[config.mk]
export PLATFORM = sky130hd
export DESIGN_NAME = csync_rx
export DESIGN_NICKNAME = d
export VERILOG_FILES = /design/src/rtl/csync_pkg.sv /design/src/rtl/csync_clkgen.sv /design/src/rtl/csync_shift.sv /design/src/rtl/csync_rx.sv
export SDC_FILE = /design/constraint.sdc
export NUM_CORES = 1
export LEC_CHECK = 0
export CAP_MARGIN = 20
export CORE_UTILIZATION = 40
export CTS_CLUSTER_DIAMETER = 40
export DETAILED_ROUTE_END_ITERATION = 10
export MAX_ROUTING_LAYER = met4
export SYNTH_ARGS = -nofsm -noshare
export SYNTH_HDL_FRONTEND = slang
export SYNTH_SLANG_ARGS = --single-unit
[constraint.sdc]
create_clock -name clk -period 1.7 [get_ports clk]
set_input_delay 0.255 -clock clk [delete_from_list [all_inputs] [get_ports clk]]
set_output_delay 0.255 -clock clk [all_outputs]
set_load 0.01 [all_outputs]
[src/rtl/csync_pkg.sv]
package csync_pkg;
  typedef enum logic [1:0] {
    SRC_DIV1 = 2'd0,
    SRC_DIVA = 2'd1,
    SRC_DIVB = 2'd2,
    SRC_ALT  = 2'd3
  } src_sel_e;

  localparam logic [1:0] ADDR_CTRL = 2'd0;
  localparam logic [1:0] ADDR_TXB  = 2'd1;
  localparam logic [1:0] ADDR_RXB  = 2'd2;
  localparam logic [1:0] ADDR_STAT = 2'd3;

  localparam int CB_RXEN = 0;
  localparam int CB_TXEN = 1;
  localparam int CB_SRC  = 2;
  localparam int CB_EXT  = 4;
  localparam int CB_MSB  = 5;
endpackage

[src/rtl/csync_clkgen.sv]
module csync_clkgen
  import csync_pkg::*;
#(
  parameter int DIV_A      = 8,
  parameter int DIV_B      = 32,
  parameter int SYNC_DEPTH = 2
) (
  input  logic     clk,
  input  logic     rst_ni,
  input  logic     arm_i,
  input  logic     run_i,
  input  logic     ext_mode_i,
  input  src_sel_e src_sel_i,
  input  logic     alt_tick_i,
  input  logic     ext_clk_i,
  input  logic     rxd_i,
  output logic     sample_o,
  output logic     bit_o,
  output logic     sclk_o
);
  localparam int PW = $clog2(DIV_B);
  localparam int AW = $clog2(DIV_A);

  logic [PW-1:0]         presc_q, presc_d;
  logic                  sclk_q, sclk_d;
  logic [SYNC_DEPTH-1:0] ck_sync_q, rx_sync_q;
  logic                  ck_prev_q;
  logic                  src_tick, int_tick, ck_rise;

  // source tick selection
  always_comb begin
    unique case (src_sel_i)
      SRC_DIV1: src_tick = 1'b1;
      SRC_DIVA: src_tick = (presc_q[AW-1:0] == {AW{1'b1}});
      SRC_DIVB: src_tick = (presc_q == {PW{1'b1}});
      default:  src_tick = alt_tick_i;
    endcase
  end

  assign int_tick = run_i && !ext_mode_i && src_tick;
  assign ck_rise  = ck_sync_q[SYNC_DEPTH-1] && !ck_prev_q;
  assign sample_o = (int_tick && !sclk_q) || (run_i && ext_mode_i && ck_rise);
  assign bit_o    = ext_mode_i ? rx_sync_q[SYNC_DEPTH-1] : rxd_i;
  assign sclk_o   = sclk_q;

  always_comb begin
    presc_d = presc_q;
    if (arm_i)      presc_d = '0;
    else if (run_i) presc_d = presc_q + 1'b1;
    else            presc_d = '0;
  end

  always_comb begin
    sclk_d = sclk_q;
    if (arm_i || !run_i || ext_mode_i) sclk_d = 1'b1;
    else if (int_tick)                 sclk_d = !sclk_q;
  end

  always_ff @(posedge clk or negedge rst_ni) begin
    if (!rst_ni) begin
      presc_q <= '0;
      sclk_q  <= 1'b1;
    end else begin
      presc_q <= presc_d;
      sclk_q  <= sclk_d;
    end
  end

  // synchronizer chains, depth picked by parameter
  generate
    if (SYNC_DEPTH > 1) begin : g_chain
      always_ff @(posedge clk or negedge rst_ni) begin
        if (!rst_ni) begin
          ck_sync_q <= '0;
          rx_sync_q <= '0;
        end else begin
          ck_sync_q <= {ck_sync_q[SYNC_DEPTH-2:0], ext_clk_i};
          rx_sync_q <= {rx_sync_q[SYNC_DEPTH-2:0], rxd_i};
        end
      end
    end else begin : g_single
      always_ff @(posedge clk or negedge rst_ni) begin
        if (!rst_ni) begin
          ck_sync_q <= '0;
          rx_sync_q <= '0;
        end else begin
          ck_sync_q <= ext_clk_i;
          rx_sync_q <= rxd_i;
        end
      end
    end
  endgenerate

  always_ff @(posedge clk or negedge rst_ni) begin
    if (!rst_ni) ck_prev_q <= 1'b0;
    else         ck_prev_q <= ck_sync_q[SYNC_DEPTH-1];
  end

  // clock rests high whenever no byte is in progress
  assert_sclk_idle_high_R6: assert property (@(posedge clk) disable iff (!rst_ni)
    !run_i |-> sclk_o);
  // external mode keeps the internal clock output high
  assert_ext_sclk_high_R10: assert property (@(posedge clk) disable iff (!rst_ni)
    (ext_mode_i && $past(ext_mode_i)) |-> sclk_o);
  // a falling clock output is always caused by a tick during a run
  assert_fall_needs_run_R3: assert property (@(posedge clk) disable iff (!rst_ni)
    $fell(sclk_o) |-> $past(run_i && !ext_mode_i));
endmodule

[src/rtl/csync_shift.sv]
module csync_shift #(
  parameter int DW = 8
) (
  input  logic          clk,
  input  logic          rst_ni,
  input  logic          arm_i,
  input  logic          sample_i,
  input  logic          bit_i,
  input  logic          msb_first_i,
  output logic          complete_o,
  output logic [DW-1:0] byte_o
);
  localparam int CW = $clog2(DW);

  logic [DW-1:0] sh_q, sh_d, shifted;
  logic [CW-1:0] cnt_q, cnt_d;

  always_comb begin
    if (msb_first_i) shifted = {sh_q[DW-2:0], bit_i};
    else             shifted = {bit_i, sh_q[DW-1:1]};
  end

  assign complete_o = sample_i && (cnt_q == CW'(DW - 1));
  assign byte_o     = shifted;

  always_comb begin
    sh_d  = sh_q;
    cnt_d = cnt_q;
    if (arm_i) begin
      cnt_d = '0;
    end else if (sample_i) begin
      sh_d  = shifted;
      cnt_d = cnt_q + 1'b1;
    end
  end

  always_ff @(posedge clk or negedge rst_ni) begin
    if (!rst_ni) begin
      sh_q  <= '0;
      cnt_q <= '0;
    end else begin
      sh_q  <= sh_d;
      cnt_q <= cnt_d;
    end
  end

  // a completion pulse restarts the bit count
  assert_count_wraps_R6: assert property (@(posedge clk) disable iff (!rst_ni)
    (complete_o && !arm_i) |=> (cnt_q == '0));
endmodule

[src/rtl/csync_rx.sv]
module csync_rx
  import csync_pkg::*;
#(
  parameter int DW         = 8,
  parameter int DIV_A      = 8,
  parameter int DIV_B      = 32,
  parameter int SYNC_DEPTH = 2
) (
  input  logic          clk,
  input  logic          rst_n,
  input  logic          bus_wr,
  input  logic          bus_rd,
  input  logic [1:0]    bus_addr,
  input  logic [DW-1:0] bus_wdata,
  output logic [DW-1:0] bus_rdata,
  input  logic          alt_tick_i,
  input  logic          ext_clk_i,
  input  logic          rxd_i,
  output logic          sclk_o,
  output logic          irq_o
);
  logic [1:0]    rst_sync_q;
  logic          rst_ni;
  logic [DW-1:0] ctrl_q, ctrl_d, rxbuf_q, rxbuf_d, byte_nxt;
  logic          busy_q, busy_d, done_q, done_d, irq_q, irq_d;
  logic          arm, sample, sbit, complete;
  logic          wr_ctrl, wr_txb, rd_rxb, wr_stat;

  // reset asserted asynchronously, released on the clock
  always_ff @(posedge clk or negedge rst_n) begin
    if (!rst_n) rst_sync_q <= 2'b00;
    else        rst_sync_q <= {rst_sync_q[0], 1'b1};
  end
  assign rst_ni = rst_sync_q[1];

  assign wr_ctrl = bus_wr && (bus_addr == ADDR_CTRL);
  assign wr_txb  = bus_wr && (bus_addr == ADDR_TXB);
  assign wr_stat = bus_wr && (bus_addr == ADDR_STAT);
  assign rd_rxb  = bus_rd && (bus_addr == ADDR_RXB);
  assign arm     = wr_txb && ctrl_q[CB_RXEN] && ctrl_q[CB_TXEN] && !busy_q;

  csync_clkgen #(
    .DIV_A(DIV_A), .DIV_B(DIV_B), .SYNC_DEPTH(SYNC_DEPTH)
  ) u_clkgen (
    .clk        (clk),
    .rst_ni     (rst_ni),
    .arm_i      (arm),
    .run_i      (busy_q),
    .ext_mode_i (ctrl_q[CB_EXT]),
    .src_sel_i  (src_sel_e'(ctrl_q[CB_SRC+1:CB_SRC])),
    .alt_tick_i (alt_tick_i),
    .ext_clk_i  (ext_clk_i),
    .rxd_i      (rxd_i),
    .sample_o   (sample),
    .bit_o      (sbit),
    .sclk_o     (sclk_o)
  );

  csync_shift #(.DW(DW)) u_shift (
    .clk         (clk),
    .rst_ni      (rst_ni),
    .arm_i       (arm),
    .sample_i    (sample),
    .bit_i       (sbit),
    .msb_first_i (ctrl_q[CB_MSB]),
    .complete_o  (complete),
    .byte_o      (byte_nxt)
  );

  always_comb begin
    ctrl_d  = ctrl_q;
    busy_d  = busy_q;
    rxbuf_d = rxbuf_q;
    done_d  = done_q;
    irq_d   = irq_q;
    if (wr_ctrl) ctrl_d = bus_wdata;
    if (arm)           busy_d = 1'b1;
    else if (complete) busy_d = 1'b0;
    if (complete) begin
      rxbuf_d = byte_nxt;
      done_d  = 1'b1;
      irq_d   = 1'b1;
    end else begin
      if (rd_rxb)                done_d = 1'b0;
      if (wr_stat && !bus_wdata[1]) irq_d = 1'b0;
    end
  end

  always_ff @(posedge clk or negedge rst_ni) begin
    if (!rst_ni) begin
      ctrl_q  <= '0;
      busy_q  <= 1'b0;
      rxbuf_q <= '0;
      done_q  <= 1'b0;
      irq_q   <= 1'b0;
    end else begin
      ctrl_q  <= ctrl_d;
      busy_q  <= busy_d;
      rxbuf_q <= rxbuf_d;
      done_q  <= done_d;
      irq_q   <= irq_d;
    end
  end

  always_comb begin
    unique case (bus_addr)
      ADDR_CTRL: bus_rdata = ctrl_q;
      ADDR_RXB:  bus_rdata = rxbuf_q;
      ADDR_STAT: bus_rdata = {{(DW-2){1'b0}}, irq_q, done_q};
      default:   bus_rdata = '0;
    endcase
  end

  assign irq_o = irq_q;

  // a transfer begins only after a trigger write with both enables
  assert_arm_needs_enables_R2: assert property (@(posedge clk) disable iff (!rst_ni)
    $rose(busy_q) |-> $past(wr_txb && ctrl_q[CB_RXEN] && ctrl_q[CB_TXEN]));
  // completion flag and interrupt request rise together
  assert_done_with_irq_R7: assert property (@(posedge clk) disable iff (!rst_ni)
    $rose(done_q) |-> irq_q);
  // completion flag drops only after a buffer read
  assert_done_clear_by_read_R8: assert property (@(posedge clk) disable iff (!rst_ni)
    $fell(done_q) |-> $past(bus_rd && bus_addr == ADDR_RXB));
  // interrupt request drops only on a status write of 0 in bit 1
  assert_irq_clear_by_write_R9: assert property (@(posedge clk) disable iff (!rst_ni)
    $fell(irq_q) |-> $past(bus_wr && bus_addr == ADDR_STAT && !bus_wdata[1]));
  // buffer changes only together with the end of a transfer
  assert_buffer_on_finish_R6: assert property (@(posedge clk) disable iff (!rst_ni)
    !$stable(rxbuf_q) |-> $fell(busy_q));
endmodule

==> impl_summary.md <==
Status
The flow ran to the end, but the final reports show violations. The final reports fail on setup timing.

Global route
For met2 alone, demand over resource in global routing was 0.274. The global-route usage over all layers is 0.171. For this run, global-route usage on met1 was measured as 0.206. The first global-routing pass estimated 6460 um of wire.

After global routing the overflow that remains totals 0. The met3 usage in global routing is 0.0492. Entering global routing, the biggest net connects 42 pins.

The most congested layer reported by global routing is met2. The number of antenna violations at the first check in global routing came to 0. The via count of the first global-routing pass is 1356.

STA
The number of pins exceeding their max-slew limit in the final report is 0. Setup violations remaining at the end of the flow were counted as 22. The period utilization is 1.20. The time the final worst path needs with I/O delays and setup is 2.04 ns.

The highest attainable clock frequency is 0.491 GHz. The actual transition at the worst max-transition pin is 0.516 ns. The number of failing hold endpoints at the final stage is 0.

Across the routed clock network, the largest skew measured is 0.00801 ns. Setup repair after global routing could not meet its margin everywhere. Headroom to the max-slew limit came out at 0.656.

Across all setup checks in the final design, the least slack found is -0.335 ns.

Min path
The worst min-delay path category is input pin to asynchronous set/reset pin.

Synth
The post-synthesis sequential area ratio is 0.554. Synthesis produced 145 cells. After synthesis the netlist holds a flip-flop and latch count of 43. The average cell area after synthesis is 13.4 um^2.

When the netlist entered floorplanning its net count stood at 167. The dominant synthesized flop cell is dfrtp_1. In the synthesized netlist the async set-or-reset flop fraction comes to 1.00.

The number of enable flip-flop cells after synthesis is 0. The post-synthesis cell type count is 30. In this run the cell area of the synthesized design comes to 1950 um^2.

The number of warnings issued by yosys is 0.

Cells and area
Excluding fillers, the count of instances in the completed layout stands at 252. For this run, the share of the core covered by cells in the final layout is 0.565. Of the cells placed in the final design, the portion with a size suffix greater than 1 is 0.374.

In the layout the commonest cells are 41 x dfrtp_1, 18 x mux2_2, 18 x buf_4. Leaving out fill and tap cells, the most frequent cell in the layout is dfrtp_1. The final-stage net count is 219. Compared with the post-synthesis result, the final layout area differs by 36.2%. The repair_antennas step left the layout with diodes totalling 0.

Detailed routing
The number of detailed-route iterations in the first pass is 4. The post-route antenna net violation count is 0. The total number of vias is 1297. Summed over all layers, the routed wires come to 3830 um. The first routing iteration left 53 violations.

The DRC violation count after routing is 0. After detailed routing, the number of vias per cell comes to 5.15. Dividing the detail-routed wire length by the instance count gives 15.2 um.

Worst setup path
The launch instance of the worst register-to-register path is u_clkgen.presc_q[0]$_DFF_PN0_. The number of buffer and inverter stages on the critical path is 1. Traced cell by cell, the critical path runs through ha_2 > and3_4 > ha_4 > mux2i_4 > a2111oi_4 > buf_4 > nor2_4 > mux2_2.

The cell class contributing the biggest share of worst-path delay is multiplexers. The slowest cell on the critical path is dfrtp_1. The maximum fanout count along the critical path is 5.

Data arrives at the worst endpoint at 2.21 ns. The cell count of the worst reg-to-reg path is 8. The endpoint identified for the worst register-to-register timing path is u_shift.sh_q[0]$_DFFE_PN0P_. For flop-to-flop paths, the worst setup slack is -0.34 ns.

The worst path required time is 1.88 ns. On the worst path, the slowest cell contributes a delay of 0.39 ns. The number of logic stages on the critical path including buffering is 8.

STA classifies the critical path startpoint as a flop. The worst setup path is captured at a flop. The path type of the worst setup path is flop to flop.

Clock network
The CTS tree is built. The H-tree depth reported by CTS is 2. The maximum number of buffers from clock root to sink is 2. The number of buffers inserted for hold repair after clock tree synthesis is 0.

The clock reaches the later pin of the worst-skew pair after 0.29 ns. The clock transition time at the flip-flop clock pins of the worst setup and hold paths is 0.08 ns. The tree is rooted in a clkbuf_8.

The TritonCTS buffer count is 5. The total clock sinks is 43.

Die
The standard cell core area is 4690 um^2. The horizontal die dimension is 71.7 um. Measured along the y axis, the die boundary spans 71.7 um. For this configuration, the core starts out at a cell density of 0.415. The initialized floorplan defines 25 standard-cell rows. The die covers 5150 um^2. The I/O pin count is 27.

Placement
The final weighted congestion in routability-driven placement is 0.783. The estimated wirelength of the detail-placed design is 2630 um. Buffers placed on the I/O ports in this run total 26. At the placement stage, the worst setup path has a slack of -0.456 ns.

The total placed cells including tap cells is 235.

Power
The total power density per cell area is 1150 nW/um^2. In this run the static leakage power is 1.32 nW. The worst ir drop on vdd is 0.000616 V.

Run
The max-cap check violation count is 0.
==> synthesized netlist by cell type, types with 3 or more instances <==
library cell  number  share of area
nor2_1             7          0.014
dfrtp_1           42           0.54
nand2b_1           3         0.0096
mux2_2            22           0.13
mux2i_1           12          0.062
ha_1               5          0.032
o21ai_0            7          0.018
nand3_1            3         0.0077
nand2_1            9          0.017
mux2_4             7          0.054
and2_1             4          0.013
==> power breakdown <==
group,internal (mW),switching [mW]
Sequential,1.26,0.159
Combinational,0.536,0.386
Clock,0.371,0.329
Total,2.17,0.874
==> worst max-delay path by stage <==
stage,end,slack [ns],start
floorplan,rxbuf_q[1]$_DFFE_PN0P_,-0.34,u_clkgen.presc_q[0]$_DFF_PN0_
global placement,rxbuf_q[6]$_DFFE_PN0P_,-0.38,u_clkgen.presc_q[0]$_DFF_PN0_
CTS,u_shift.sh_q[0]$_DFFE_PN0P_,-0.34,u_clkgen.presc_q[0]$_DFF_PN0_
detailed placement,rxbuf_q[7]$_DFFE_PN0P_,-0.46,u_clkgen.presc_q[0]$_DFF_PN0_
finish,u_shift.sh_q[0]$_DFFE_PN0P_,-0.34,u_clkgen.presc_q[0]$_DFF_PN0_
global route,u_shift.sh_q[0]$_DFFE_PN0P_,-0.39,u_clkgen.presc_q[0]$_DFF_PN0_
==> cell type report <==
type | count | area (um^2)
Fill cell | 384 | 2040
Clock buffer | 8 | 100
Sequential cell | 43 | 1080
Timing Repair Buffer | 49 | 490
Tap cell | 54 | 67.6
Inverter | 1 | 3.75
Multi-Input combinational cell | 97 | 910
==> per-stage QoR <==
step	area (um^2)	hold WS [ns]	setup TNS (ns)	power (mW)
after floorplan	1990	-0.0406	-4.55	1.95
after global placement	2430	0.316	-8.53	2.25
after detailed placement	2430	0.322	-9.95	2.30
after CTS	2620	0.111	-6.20	3.04
after global routing	2650	0.111	-7.02	3.23
final	2650	0.121	-5.67	3.04
==> per-layer routing <==
layer | share of wire | vias up
met5 | 0 | -
met4 | 0.014 | 0
met3 | 0.040 | 6
met2 | 0.49 | 30
met1 | 0.45 | 650
li1 | - | 611
==> logic make-up after synthesis <==
group / count (synthesis) / share of synthesized area
xor gates and xnor gates: 2 / 0.00900
DFF: 43 / 0.554
adders and majority gates: 5 / 0.0322
muxes: 41 / 0.243
AOI/OAI and AO/OA: 14 / 0.0547
and+or+nand+nor: 33 / 0.0900
buffers and inverters: 6 / 0.0154
other: 1 / 0.00193
==> what timing repair did <==
item,in CTS,in global routing
setup buffers,6,1
hold endpoints to repair,0,0
cloned,2,0
resized for setup,15,6
setup endpoints to repair,30,25
pin swaps,2,1
==> state kept, by name, summed over array words and instances (netlist names), 2 cells and up <==
register            flops
ctrl_q                  8
rst_sync_q              2
rxbuf_q                 8
u_clkgen.ck_sync_q      2
u_clkgen.presc_q        5
u_clkgen.rx_sync_q      2
u_shift.cnt_q           3
u_shift.sh_q            8
Note: power is estimated with default switching activity, not from simulation.
